## config.mk

```make
export PLATFORM = sky130hd
export DESIGN_NAME = dtc_ptag_check
export DESIGN_NICKNAME = d
export VERILOG_FILES = /design/src/rtl/dtc_pkg.sv /design/src/rtl/dtc_ptag_check.sv
export SDC_FILE = /design/constraint.sdc
export NUM_CORES = 1
export LEC_CHECK = 0
export BUFFER_PORTS_ARGS = -buffer_cell sky130_fd_sc_hd__buf_4
export CAP_MARGIN = 20
export CORE_AREA = 2 2 39 41
export DETAILED_ROUTE_END_ITERATION = 10
export DIE_AREA = 0 0 41 43
export MAX_ROUTING_LAYER = met4
export PLACE_DENSITY = 0.81
export SYNTH_ARGS = -nofsm -noshare
export SYNTH_HDL_FRONTEND = slang
export SYNTH_SLANG_ARGS = --single-unit
```

## constraint.sdc

```tcl
create_clock -name vclk -period 1.9
set_input_delay 0.38 -clock vclk [all_inputs]
set_output_delay 0.38 -clock vclk [all_outputs]
set_load 0.01 [all_outputs]
```

## src/rtl/dtc_pkg.sv

```systemverilog
package dtc_pkg;

    // Tag-high field holding the coherence state
    localparam int STATE_MSB   = 29;
    localparam int STATE_LSB   = 25;
    localparam int STATE_W     = STATE_MSB - STATE_LSB + 1;

    // Address layout
    localparam int LINE_OFS_W  = 5;
    localparam int IDX_W       = 8;
    localparam int PTAG_LSB    = IDX_W + LINE_OFS_W;
    localparam int PTAG_MSB    = 39;
    localparam int PTAG_SPLIT  = 26;
    localparam int PAR_UP_POS  = 11;
    localparam int PAR_LOW_POS = 10;
    localparam int PA_W        = PTAG_MSB + 1;

    localparam int TAG_HI_W    = 32;
    localparam int TAG_LO_W    = 64;
    localparam int SYN_W       = 8;

    // Legal coherence codes
    localparam logic [STATE_W-1:0] ST_SHR    = 5'h0F;
    localparam logic [STATE_W-1:0] ST_NC_CLN = 5'h13;
    localparam logic [STATE_W-1:0] ST_NC_DRT = 5'h19;
    localparam logic [STATE_W-1:0] ST_CO_CLN = 5'h16;
    localparam logic [STATE_W-1:0] ST_CO_DRT = 5'h1C;

    typedef enum logic [1:0] {
        CLS_NONE  = 2'd0,
        CLS_SHR   = 2'd1,
        CLS_CLEAN = 2'd2,
        CLS_DIRTY = 2'd3
    } line_cls_e;

    typedef enum logic [1:0] {
        PH_IDLE = 2'd0,
        PH_TAG  = 2'd1,
        PH_DATA = 2'd2,
        PH_DONE = 2'd3
    } phase_e;

    typedef struct packed {
        logic bad_state;
        logic bad_ptag;
        logic one_bit;
        logic multi_bit;
    } err_flags_t;

    function automatic line_cls_e cls_of(input logic [STATE_W-1:0] code);
        line_cls_e c;
        case (code)
            ST_SHR:               c = CLS_SHR;
            ST_NC_CLN, ST_CO_CLN: c = CLS_CLEAN;
            ST_NC_DRT, ST_CO_DRT: c = CLS_DIRTY;
            default:              c = CLS_NONE;
        endcase
        return c;
    endfunction

endpackage

```

## src/rtl/dtc_ptag_check.sv

```systemverilog
module dtc_ptag_check
    import dtc_pkg::*;
(
    input  logic [TAG_LO_W-1:0] tag_lo,
    input  logic                legal,
    output logic                bad
);
    logic upper_par;
    logic lower_par;

    always_comb begin
        upper_par = ^tag_lo[PTAG_MSB:PTAG_SPLIT];
        lower_par = ^tag_lo[PTAG_SPLIT-1:PTAG_LSB];
        bad = legal && ((upper_par != tag_lo[PAR_UP_POS]) ||
                        (lower_par != tag_lo[PAR_LOW_POS]));
    end
endmodule

```

# Word level (Yosys, flattened, before mapping)
# Cells that the tools add are included.
# Widths: inputs -> output; s select.
[totals]
register_bits = 0
elab_cells = 6
out_inout_bits = 1
[classes]
reduce_logical = 4
n_eq_ne = 2
[op_table]
columns = ["operator", "count"]
rows = [
  ["$reduce_xor 14->1", 1],
  ["$reduce_xor 13->1", 1],
  ["$ne 1x1->1", 2],
  ["$logic_and 1x1->1", 1],
  ["$logic_or 1x1->1", 1],
]

# Logic depth before layout (Yosys ltp)
# Gate-level depths: netlist of run 1.
[logic_depth]
word_depth = 4
depth_mapped = 4
mapped_depth_nobuf = 4

# Worst setup path after synthesis of run 1
# Ideal clock, no wire load.
[synth_timing]
path_kind = "input-to-output"
start = "input tag_lo[18]"
end = "output bad"
path_stages = 4
arrival_ns = 1.482
n_path_buf = 0
slack_ns = 0.038
required_time_ns = 1.520
cell_sequence = "xnor2_1 -> xnor3_1 -> xnor3_1 -> a21boi_1"
[synth_via]
elab_chain_len = 4
[synth_rtl]
columns = ["element", "line", "text"]
rows = [
  ["start: declaration", "dtc_ptag_check.sv:4", "input logic [TAG_LO_W-1:0] tag_lo,"],
  ["$reduce_xor 13->1", "dtc_ptag_check.sv:13", "lower_par = ^tag_lo[PTAG_SPLIT-1:PTAG_LSB];"],
  ["$ne 1x1->1", "dtc_ptag_check.sv:15", "(lower_par != tag_lo[PAR_LOW_POS]));"],
  ["$logic_or 1x1->1", "dtc_ptag_check.sv:14", "bad = legal && ((upper_par != tag_lo[PAR_UP_POS]) ||"],
  ["$logic_and 1x1->1", "dtc_ptag_check.sv:14", ""],
  ["end: declaration", "dtc_ptag_check.sv:6", "output logic bad"],
]
# Every way passes these cells.

# Worst setup path in the final report of run 1
[layout_timing]
start = "input tag_lo[14]"
end = "output bad"
# The elaborated chain is that of the path after synthesis.

==> impl_results.rst, run 1 <==
.. list-table::
   :header-rows: 1

   * - Metric
     - Value
   * - Synth-to-Final Area Change
     - 96.7%
   * - Std-Cell Core Area
     - around 0.0014 mm2
   * - Buffers on Ports
     - 31
   * - Number of diodes
     - 0
   * - Remaining global-route overflow
     - 0
   * - Cell Area, Synth
     - 269 um2
   * - Setup repair after global routing missed its margin
     - true
   * - P per Cell Area
     - 388 mW/mm2
   * - Worst ir drop on vdd
     - about 0.15 mV
   * - Seq. cell area
     - 0 um2
   * - Worst min-delay path class
     - input pin to output port
   * - Cell-by-cell trace of the critical path
     - buf_4, xnor2_1, xnor3_1, xnor3_1, a21boi_1, buf_4
   * - Count of distinct cell types in the synthesized netlist
     - 3
   * - Number of warning messages in the yosys log
     - 0
   * - Via count of the first global-routing pass
     - 265
   * - Critical path fanouts, max
     - 1
   * - Number of sequential cells in the layout
     - 0
   * - Most used cells in the layout excluding fill and tap cells
     - buf_4, xnor2_1, xnor3_1
   * - Final Hold Violating Endpoints
     - 0
   * - Die outline area
     - between 0.0015 and 0.002 mm2
   * - Sequential group share of total power
     - 0%
   * - Violations in the final reports
     - setup timing
   * - Average instance area after synthesis
     - between 10 and 15 um2
   * - Final cycle utilization of the critical path
     - 100%
   * - Wirelength per Cell
     - 7.79 um
   * - Non-Filler Cell Area, Final
     - approximately 530 um2
   * - Largest net degree at the start of global routing
     - 2
   * - Startpoint types
     - input pin
   * - Run status
     - finished, violations left
   * - Fraction of power consumed by combinational cells
     - between 90% and 100%
   * - # DRC
     - 0
   * - Final Max Tran Viols
     - 0
   * - Post-CTS Hold Fix Bufs
     - 0
   * - Arrival time at the worst endpoint
     - between 1500 and 2000 ps
   * - Number of nets in the synthesized netlist
     - 88
   * - Critical Path RT
     - about 1500 ps
   * - Number of optimization iterations in the first detailed-route pass
     - 1
   * - Switching Power
     - 0.0000560 W
   * - Worst path setup slack after routing
     - -7.93 ps
   * - Number of DRC violations after detailed-routing iteration 0
     - 0
   * - Avg Vias per Cell
     - about 3.9
   * - Hold endpoint
     - bad
   * - Worst hold stages
     - 3
   * - Count of nets left with antenna violations after detail routing
     - 0
   * - Cells after Synth
     - 23
   * - Crit Path Class
     - input pin to output port
   * - Maximum frequency from static timing analysis
     - ~520 MHz
   * - Routability Congestion
     - roughly 0.54
   * - Source of the worst hold timing path
     - legal
   * - Power Internal
     - 0.000149 W
   * - Sequential-to-total area share from yosys stat
     - 0%
   * - Count of max-cap constraint violations
     - 0
   * - Largest stage delay, worst path
     - ~420 ps
   * - FP Rows
     - 14
   * - Transition time at the pin with the least slew margin
     - a little over 200 ps
   * - Layout cell share with drive strength beyond 1
     - roughly 57%
   * - Endpoint class of the critical path
     - output port
   * - Clock buffer count in the final layout
     - 0
   * - Relative contribution of the clock network to total power
     - 0%
   * - Final Critical Period
     - approximately 1900 ps
   * - Global-route wire length before repair
     - slightly above 800 um
   * - Antenna violations before repair
     - 0
   * - Most common cell after layout, fill and taps aside
     - buf_4
   * - Die outline height
     - approximately 43 um
   * - Post-CTS Setup Repair Bufs
     - 0
   * - Total wire length after detailed routing
     - 545 um
   * - Slowest CP cell
     - xnor3_1
   * - Final Hold Slack
     - roughly 1100 ps
   * - Count of nets after finishing
     - 121
   * - Slew Limit Headroom
     - 86.2%
   * - Static power due to leakage
     - around 0.27 nW
   * - Via count
     - 271
   * - Global router's overall resource usage
     - around 6.3%
   * - Die X-Extent
     - between 40 and 50 um
   * - Area after DPL
     - approximately 520 um2
   * - Switching Fraction
     - 27.3%
   * - Starting utilization of the core area
     - about a fifth
   * - Number of I/O pins
     - between 60 and 70
   * - Final count of negative-setup-slack endpoints
     - 1
[per-stage QoR]
stage | util, % | worst slack (ps) | cells | TNS [ps] | total power, W
final | 38.2 | -7.93 | 70 | -7.93 | 0.000205
after global routing | 38.2 | -86.6 | 70 | -86.6 | 0.000221
after CTS | 38.2 | -53.4 | 70 | -53.4 | 0.000210
after detailed placement | 37.7 | -163 | 70 | -163 | 0.000209
after global placement | 37.7 | -161 | 70 | -161 | 0.000208
after floorplan | - | 38.4 | 23 | 0 | 0.000135
[power groups by stage]
stage / Combinational, W / Clock [W] / Sequential, W
final: 0.000205 / 0 / 0
after global placement: 0.000208 / 0 / 0
after global routing: 0.000221 / 0 / 0
after detailed placement: 0.000209 / 0 / 0
after floorplan: 0.000135 / 0 / 0
after CTS: 0.000210 / 0 / 0
[cells by family after synthesis]
logic type / after synthesis / share of synthesized area [%]
AOI/OAI and AO/OA: 1 / 2.79
xor gates and xnor gates: 22 / 97.2
[cell usage after synthesis]
cell      count  share of area (%)
xnor3_1       5                 42
xnor2_1      17                 55
a21boi_1      1                2.8
[timing repair]
item,4_1_cts,5_1_grt
pin swaps,4,1
setup endpoints to repair,1,1
gates resized for setup,2,0
[final cells by class]
| cell class | instances | area [um2] |
|---|---|---|
| Tap cell | 16 | 20.0 |
| Multi-Input combinational cell | 23 | 269 |
| Fill cell | 151 | 855 |
| Timing Repair Buffer | 31 | 240 |
[worst max-delay path: cells and delay by family]
| family | cells | cell delay [ps] |
|---|---|---|
| compound gates | 1 | 150 |
| buf+inv | 2 | 250 |
| xor+xnor | 3 | 750 |
[metal layers]
layer / up-vias / GRT usage, % / wire length [um]
li1: 137 / - / -
met1: 113 / 6.43 / 174
met2: 21 / 12.5 / 273
met3: 0 / 0.524 / 97
met4: 0 / 0 / 0
met5: - / - / 0
[worst max path at each step]
stage	cells after the start	end	slack, ps	start
6_report	6	bad	-8	tag_lo[14]
3_3_place_gp	6	bad	-160	tag_lo[18]
2_1_floorplan	4	bad	40	tag_lo[18]
5_1_grt	6	bad	-90	tag_lo[29]
3_5_place_dp	6	bad	-160	tag_lo[18]
4_1_cts	6	bad	-50	tag_lo[29]
(Power assumes the default switching activity.)
==> inputs of run 2 (changes only) <==
- clock period: 1.9 -> 2 ns (I/O delays scaled with it)
==> impl_results.rst, run 2 (synthesized netlist as in run 1, its figures left out) <==
.. list-table::
   :header-rows: 1

   * - Metric
     - Value
   * - # DRC
     - 0
   * - Number of diodes
     - 0
   * - Die outline height
     - ~43 um
   * - Static power due to leakage
     - ~0.27 nW
   * - Clock buffer count in the final layout
     - 0
   * - Worst ir drop on vdd
     - between 0.1 and 0.15 mV
   * - Wirelength per Cell
     - roughly 7.8 um
   * - Final Max Tran Viols
     - 0
   * - Total power
     - ~0.00019 W
   * - Crit Path Class
     - input pin to output port
   * - Arrival time at the worst endpoint
     - approximately 1600 ps
   * - Via count
     - between 200 and 300
   * - Worst hold stages
     - 3
   * - Count of max-cap constraint violations
     - 0
   * - Number of DRC violations after detailed-routing iteration 0
     - 0
   * - Global-route wire length before repair
     - 828 um
   * - Die outline area
     - about 0.0018 mm2
   * - Endpoint class of the critical path
     - output port
   * - Source of the worst hold timing path
     - legal
   * - Die X-Extent
     - a little over 40 um
   * - Starting utilization of the core area
     - roughly a fifth
   * - Family of cells with the greatest summed delay on the critical path
     - XOR/XNOR gates
   * - Count of nets after finishing
     - between 100 and 150
   * - Number of optimization iterations in the first detailed-route pass
     - 1
   * - Via count of the first global-routing pass
     - 265
   * - Slew Limit Headroom
     - 86.2%
   * - Transition time at the pin with the least slew margin
     - roughly 200 ps
   * - FP Rows
     - 14
   * - Critical path fanouts, max
     - 1
   * - Cell-by-cell trace of the critical path
     - buf_4, xnor2_1, xnor3_1, xnor3_1, a21boi_1, buf_4
   * - Seq. cell area
     - 0 um2
   * - Buffers on Ports
     - 31
   * - Worst path buffer plus inverter count
     - 2
   * - Largest stage delay, worst path
     - 420 ps
   * - Routability Congestion
     - 0.543
   * - Std-Cell Core Area
     - 0.00138 mm2
   * - Post-CTS Setup Repair Bufs
     - 0
   * - Maximum frequency from static timing analysis
     - between 500 and 600 MHz
   * - Final Critical Period
     - just under 2000 ps
   * - Slowest CP cell
     - xnor3_1
   * - Antenna violations before repair
     - 0
   * - Remaining global-route overflow
     - 0
   * - Worst min-delay path class
     - input pin to output port
   * - Synth-to-Final Area Change
     - 96.7%
   * - Layout cell share with drive strength beyond 1
     - 57.4%
   * - Startpoint types
     - input pin
   * - Run status
     - completed
   * - Total negative setup slack
     - 0 ps
   * - P per Cell Area
     - around 370 mW/mm2
   * - Final count of negative-setup-slack endpoints
     - 0
   * - Most used cells in the layout excluding fill and tap cells
     - buf_4, xnor2_1, xnor3_1
   * - Global router's overall resource usage
     - around 6.3%
   * - Critical Path RT
     - ~1600 ps
   * - Largest net degree at the start of global routing
     - 2
   * - Hold endpoint
     - bad
   * - Total wire length after detailed routing
     - 544 um
   * - Avg Vias per Cell
     - 3.90
   * - Number of sequential cells in the layout
     - 0
   * - Setup repair after global routing missed its margin
     - true
   * - Final cycle utilization of the critical path
     - a little over nine tenths
   * - Number of I/O pins
     - 66
   * - Count of nets left with antenna violations after detail routing
     - 0
   * - Final Hold Violating Endpoints
     - 0
   * - Most common cell after layout, fill and taps aside
     - buf_4
## run 2: worst max path at each step
stage	end	from	slack [ps]	cells past startpoint
floorplan	bad	tag_lo[18]	100	4
global placement	bad	tag_lo[18]	-100	6
detailed placement	bad	tag_lo[18]	-100	6
CTS	bad	tag_lo[11]	1	6
global route	bad	tag_lo[29]	-30	6
finish	bad	tag_lo[14]	50	6
## run 2: routing by layer
| layer | GRT usage [%] | vias to the layer above | part of all wire (%) | routed length [um] |
|---|---|---|---|---|
| li1 | - | 137 | - | - |
| met1 | 6.43 | 115 | 29 | 160 |
| met2 | 12.5 | 21 | 50 | 273 |
| met3 | 0.524 | 0 | 20 | 110 |
| met4 | 0 | 0 | 0 | 0 |
| met5 | - | - | 0 | 0 |
## run 2: timing repair
action | in CTS | in global routing
gates resized for setup | 1 | 1
setup endpoints to repair | 1 | 1
pin swaps | 4 | 2
hold buffers | 0 | 0
endpoints found under the hold margin | 0 | 0
## run 2: stage by stage
stage	util (%)	cells	worst slack, ps	hold WS [ps]	cell area, um2
floorplan	-	23	98.4	935	269
global placement	37.7	70	-101	1140	522
detailed placement	37.7	70	-103	1150	522
CTS	38.0	70	0.990	1150	526
global route	38.2	70	-26.6	1170	529
finish	38.2	70	52.1	1150	529
## run 2: layout make-up
cell class                 instances  area, um2
tap                               16       20.0
timing repair buffer              31        240
fill                             151        855
multi-input combinational         23        269
## run 2: where the power goes
part / switching, W / total [W] / leakage, nW / internal (W)
registers: 0 / 0 / 0 / 0
logic: 0.0000533 / 0.000195 / 0.268 / 0.000142
clock network: 0 / 0 / 0 / 0
total: 0.0000533 / 0.000195 / 0.268 / 0.000142
==> inputs of run 3 (changes only) <==
- CAP_MARGIN: 20 -> default
- SETUP_SLACK_MARGIN: default -> 0.5
==> impl_results.rst, run 3 (synthesized netlist as in run 1, its figures left out) <==
.. list-table::
   :header-rows: 1

   * - Metric
     - Value
   * - Critical Path RT
     - approximately 1600 ps
   * - Synth-to-Final Area Change
     - 99.5%
   * - Avg Vias per Cell
     - approximately 4
   * - Relative contribution of the clock network to total power
     - 0%
   * - Antenna violations before repair
     - 0
   * - Critical path fanouts, max
     - 1
   * - Worst hold stages
     - 3
   * - Static power due to leakage
     - ~0.27 nW
   * - Worst min-delay path class
     - input pin to output port
   * - Final Max Tran Viols
     - 0
   * - Transition time at the pin with the least slew margin
     - between 200 and 250 ps
   * - Count of nets left with antenna violations after detail routing
     - 0
   * - Fraction of power consumed by combinational cells
     - 100.0%
   * - Cell count after placement
     - 70
   * - Final Hold Violating Endpoints
     - 0
   * - Switching Fraction
     - a little under 30%
   * - Count of nets after finishing
     - 121
   * - Power Internal
     - 0.000146 W
   * - Total of fill cells in the finished design
     - about 140
   * - P per Cell Area
     - a little under 400 mW/mm2
   * - Non-Filler Cell Area, Final
     - about 540 um2
   * - Die outline area
     - 0.00176 mm2
   * - Std-Cell Core Area
     - 0.00138 mm2
   * - Hold endpoint
     - bad
   * - Total wire length after detailed routing
     - 637 um
   * - Buffers on Ports
     - 31
   * - Number of optimization iterations in the first detailed-route pass
     - 1
   * - Layout cell share with drive strength beyond 1
     - approximately 61%
   * - Crit Path Class
     - input pin to output port
   * - Die X-Extent
     - 41 um
   * - Switching Power
     - between 0.00006 and 0.00007 W
   * - Number of I/O pins
     - 66
   * - Largest net degree at the start of global routing
     - 2
   * - Starting utilization of the core area
     - between 10% and 20%
   * - FP Rows
     - 14
   * - Die outline height
     - 43 um
   * - Post-layout instance count excluding filler cells
     - 70
   * - Final Hold Slack
     - approximately 1100 ps
   * - Endpoint class of the critical path
     - output port
   * - Final count of negative-setup-slack endpoints
     - 0
   * - Global-route wire length before repair
     - roughly 1.0 mm
   * - Most used cells in the layout excluding fill and tap cells
     - buf_4, xnor2_1, xnor3_1
   * - Number of sequential cells in the layout
     - 0
   * - Via count of the first global-routing pass
     - around 300
   * - # DRC
     - 0
   * - Wirelength per Cell
     - 9.10 um
   * - Final cycle utilization of the critical path
     - between 90% and 100%
   * - Number of DRC violations after detailed-routing iteration 0
     - 0
   * - Maximum frequency from static timing analysis
     - a little over 500 MHz
   * - Sequential group share of total power
     - 0%
   * - Number of diodes
     - 0
   * - Global router's overall resource usage
     - 8.32%
   * - Total negative setup slack
     - 0 ps
   * - Seq. cell area
     - 0 um2
   * - Utilization after layout
     - 38.8%
   * - Via count
     - between 200 and 300
   * - Count of max-cap constraint violations
     - 0
   * - Setup repair after global routing missed its margin
     - true
   * - Run status
     - completed
   * - Routability Congestion
     - ~0.55
   * - Remaining global-route overflow
     - 0
   * - Startpoint types
     - input pin
   * - Arrival time at the worst endpoint
     - roughly 1600 ps
   * - Area after DPL
     - roughly 530 um2
   * - Final Critical Period
     - 1960 ps
   * - Source of the worst hold timing path
     - legal
   * - Worst ir drop on vdd
     - 0.150 mV
   * - Most common cell after layout, fill and taps aside
     - buf_4
   * - Clock buffer count in the final layout
     - 0
   * - Slew Limit Headroom
     - 86.1%
## run 3: final cells by class
type | instances | area (um2) | share of cell area, %
Multi-Input combinational cell | 23 | 280 | 52.2
Tap cell | 16 | 20.0 | 3.73
Timing Repair Buffer | 31 | 236 | 44.1
## run 3: power by group through the flow
stage          combinational, W  clock [W]  sequential (W)
2_1_floorplan          0.000135          0               0
3_3_place_gp           0.000204          0               0
3_5_place_dp           0.000207          0               0
4_1_cts                0.000210          0               0
5_1_grt                0.000222          0               0
6_report               0.000207          0               0
## run 3: worst max-delay path by stage
stage,from,to,cells after the start
after detailed placement,tag_lo[38],bad,6
final,tag_lo[14],bad,6
after global placement,tag_lo[38],bad,6
after CTS,tag_lo[29],bad,6
after floorplan,tag_lo[38],bad,4
after global routing,tag_lo[29],bad,6
## run 3: worst max-delay path: stages
cell	delay [ps]
buf_4	120
xnor2_2	140
xnor3_1	430
xnor3_1	210
a21boi_2	150
buf_4	130
## run 3: layer usage
| layer | global-route usage (%) | share of wire, % | vias to the layer above |
|---|---|---|---|
| met5 | - | 0 | - |
| met4 | 0 | 0 | 0 |
| met3 | 0 | 12 | 0 |
| met2 | 18.1 | 61 | 17 |
| met1 | 7.35 | 27 | 121 |
| li1 | - | - | 137 |
## run 3: through the flow
step / total power (W) / worst slack, ps
final: 0.000207 / 35.4
after global routing: 0.000222 / -14.8
after CTS: 0.000210 / 34.7
after detailed placement: 0.000207 / 2.61
after global placement: 0.000204 / 17.6
after floorplan: 0.000135 / 225
## run 3: timing repair
item / 4_1_cts / 5_1_grt
hold buffers: 0 / 0
endpoints found under the setup margin: 1 / 1
gates resized for setup: 2 / 0
pin swaps: 3 / 0
setup buffers: 0 / 0
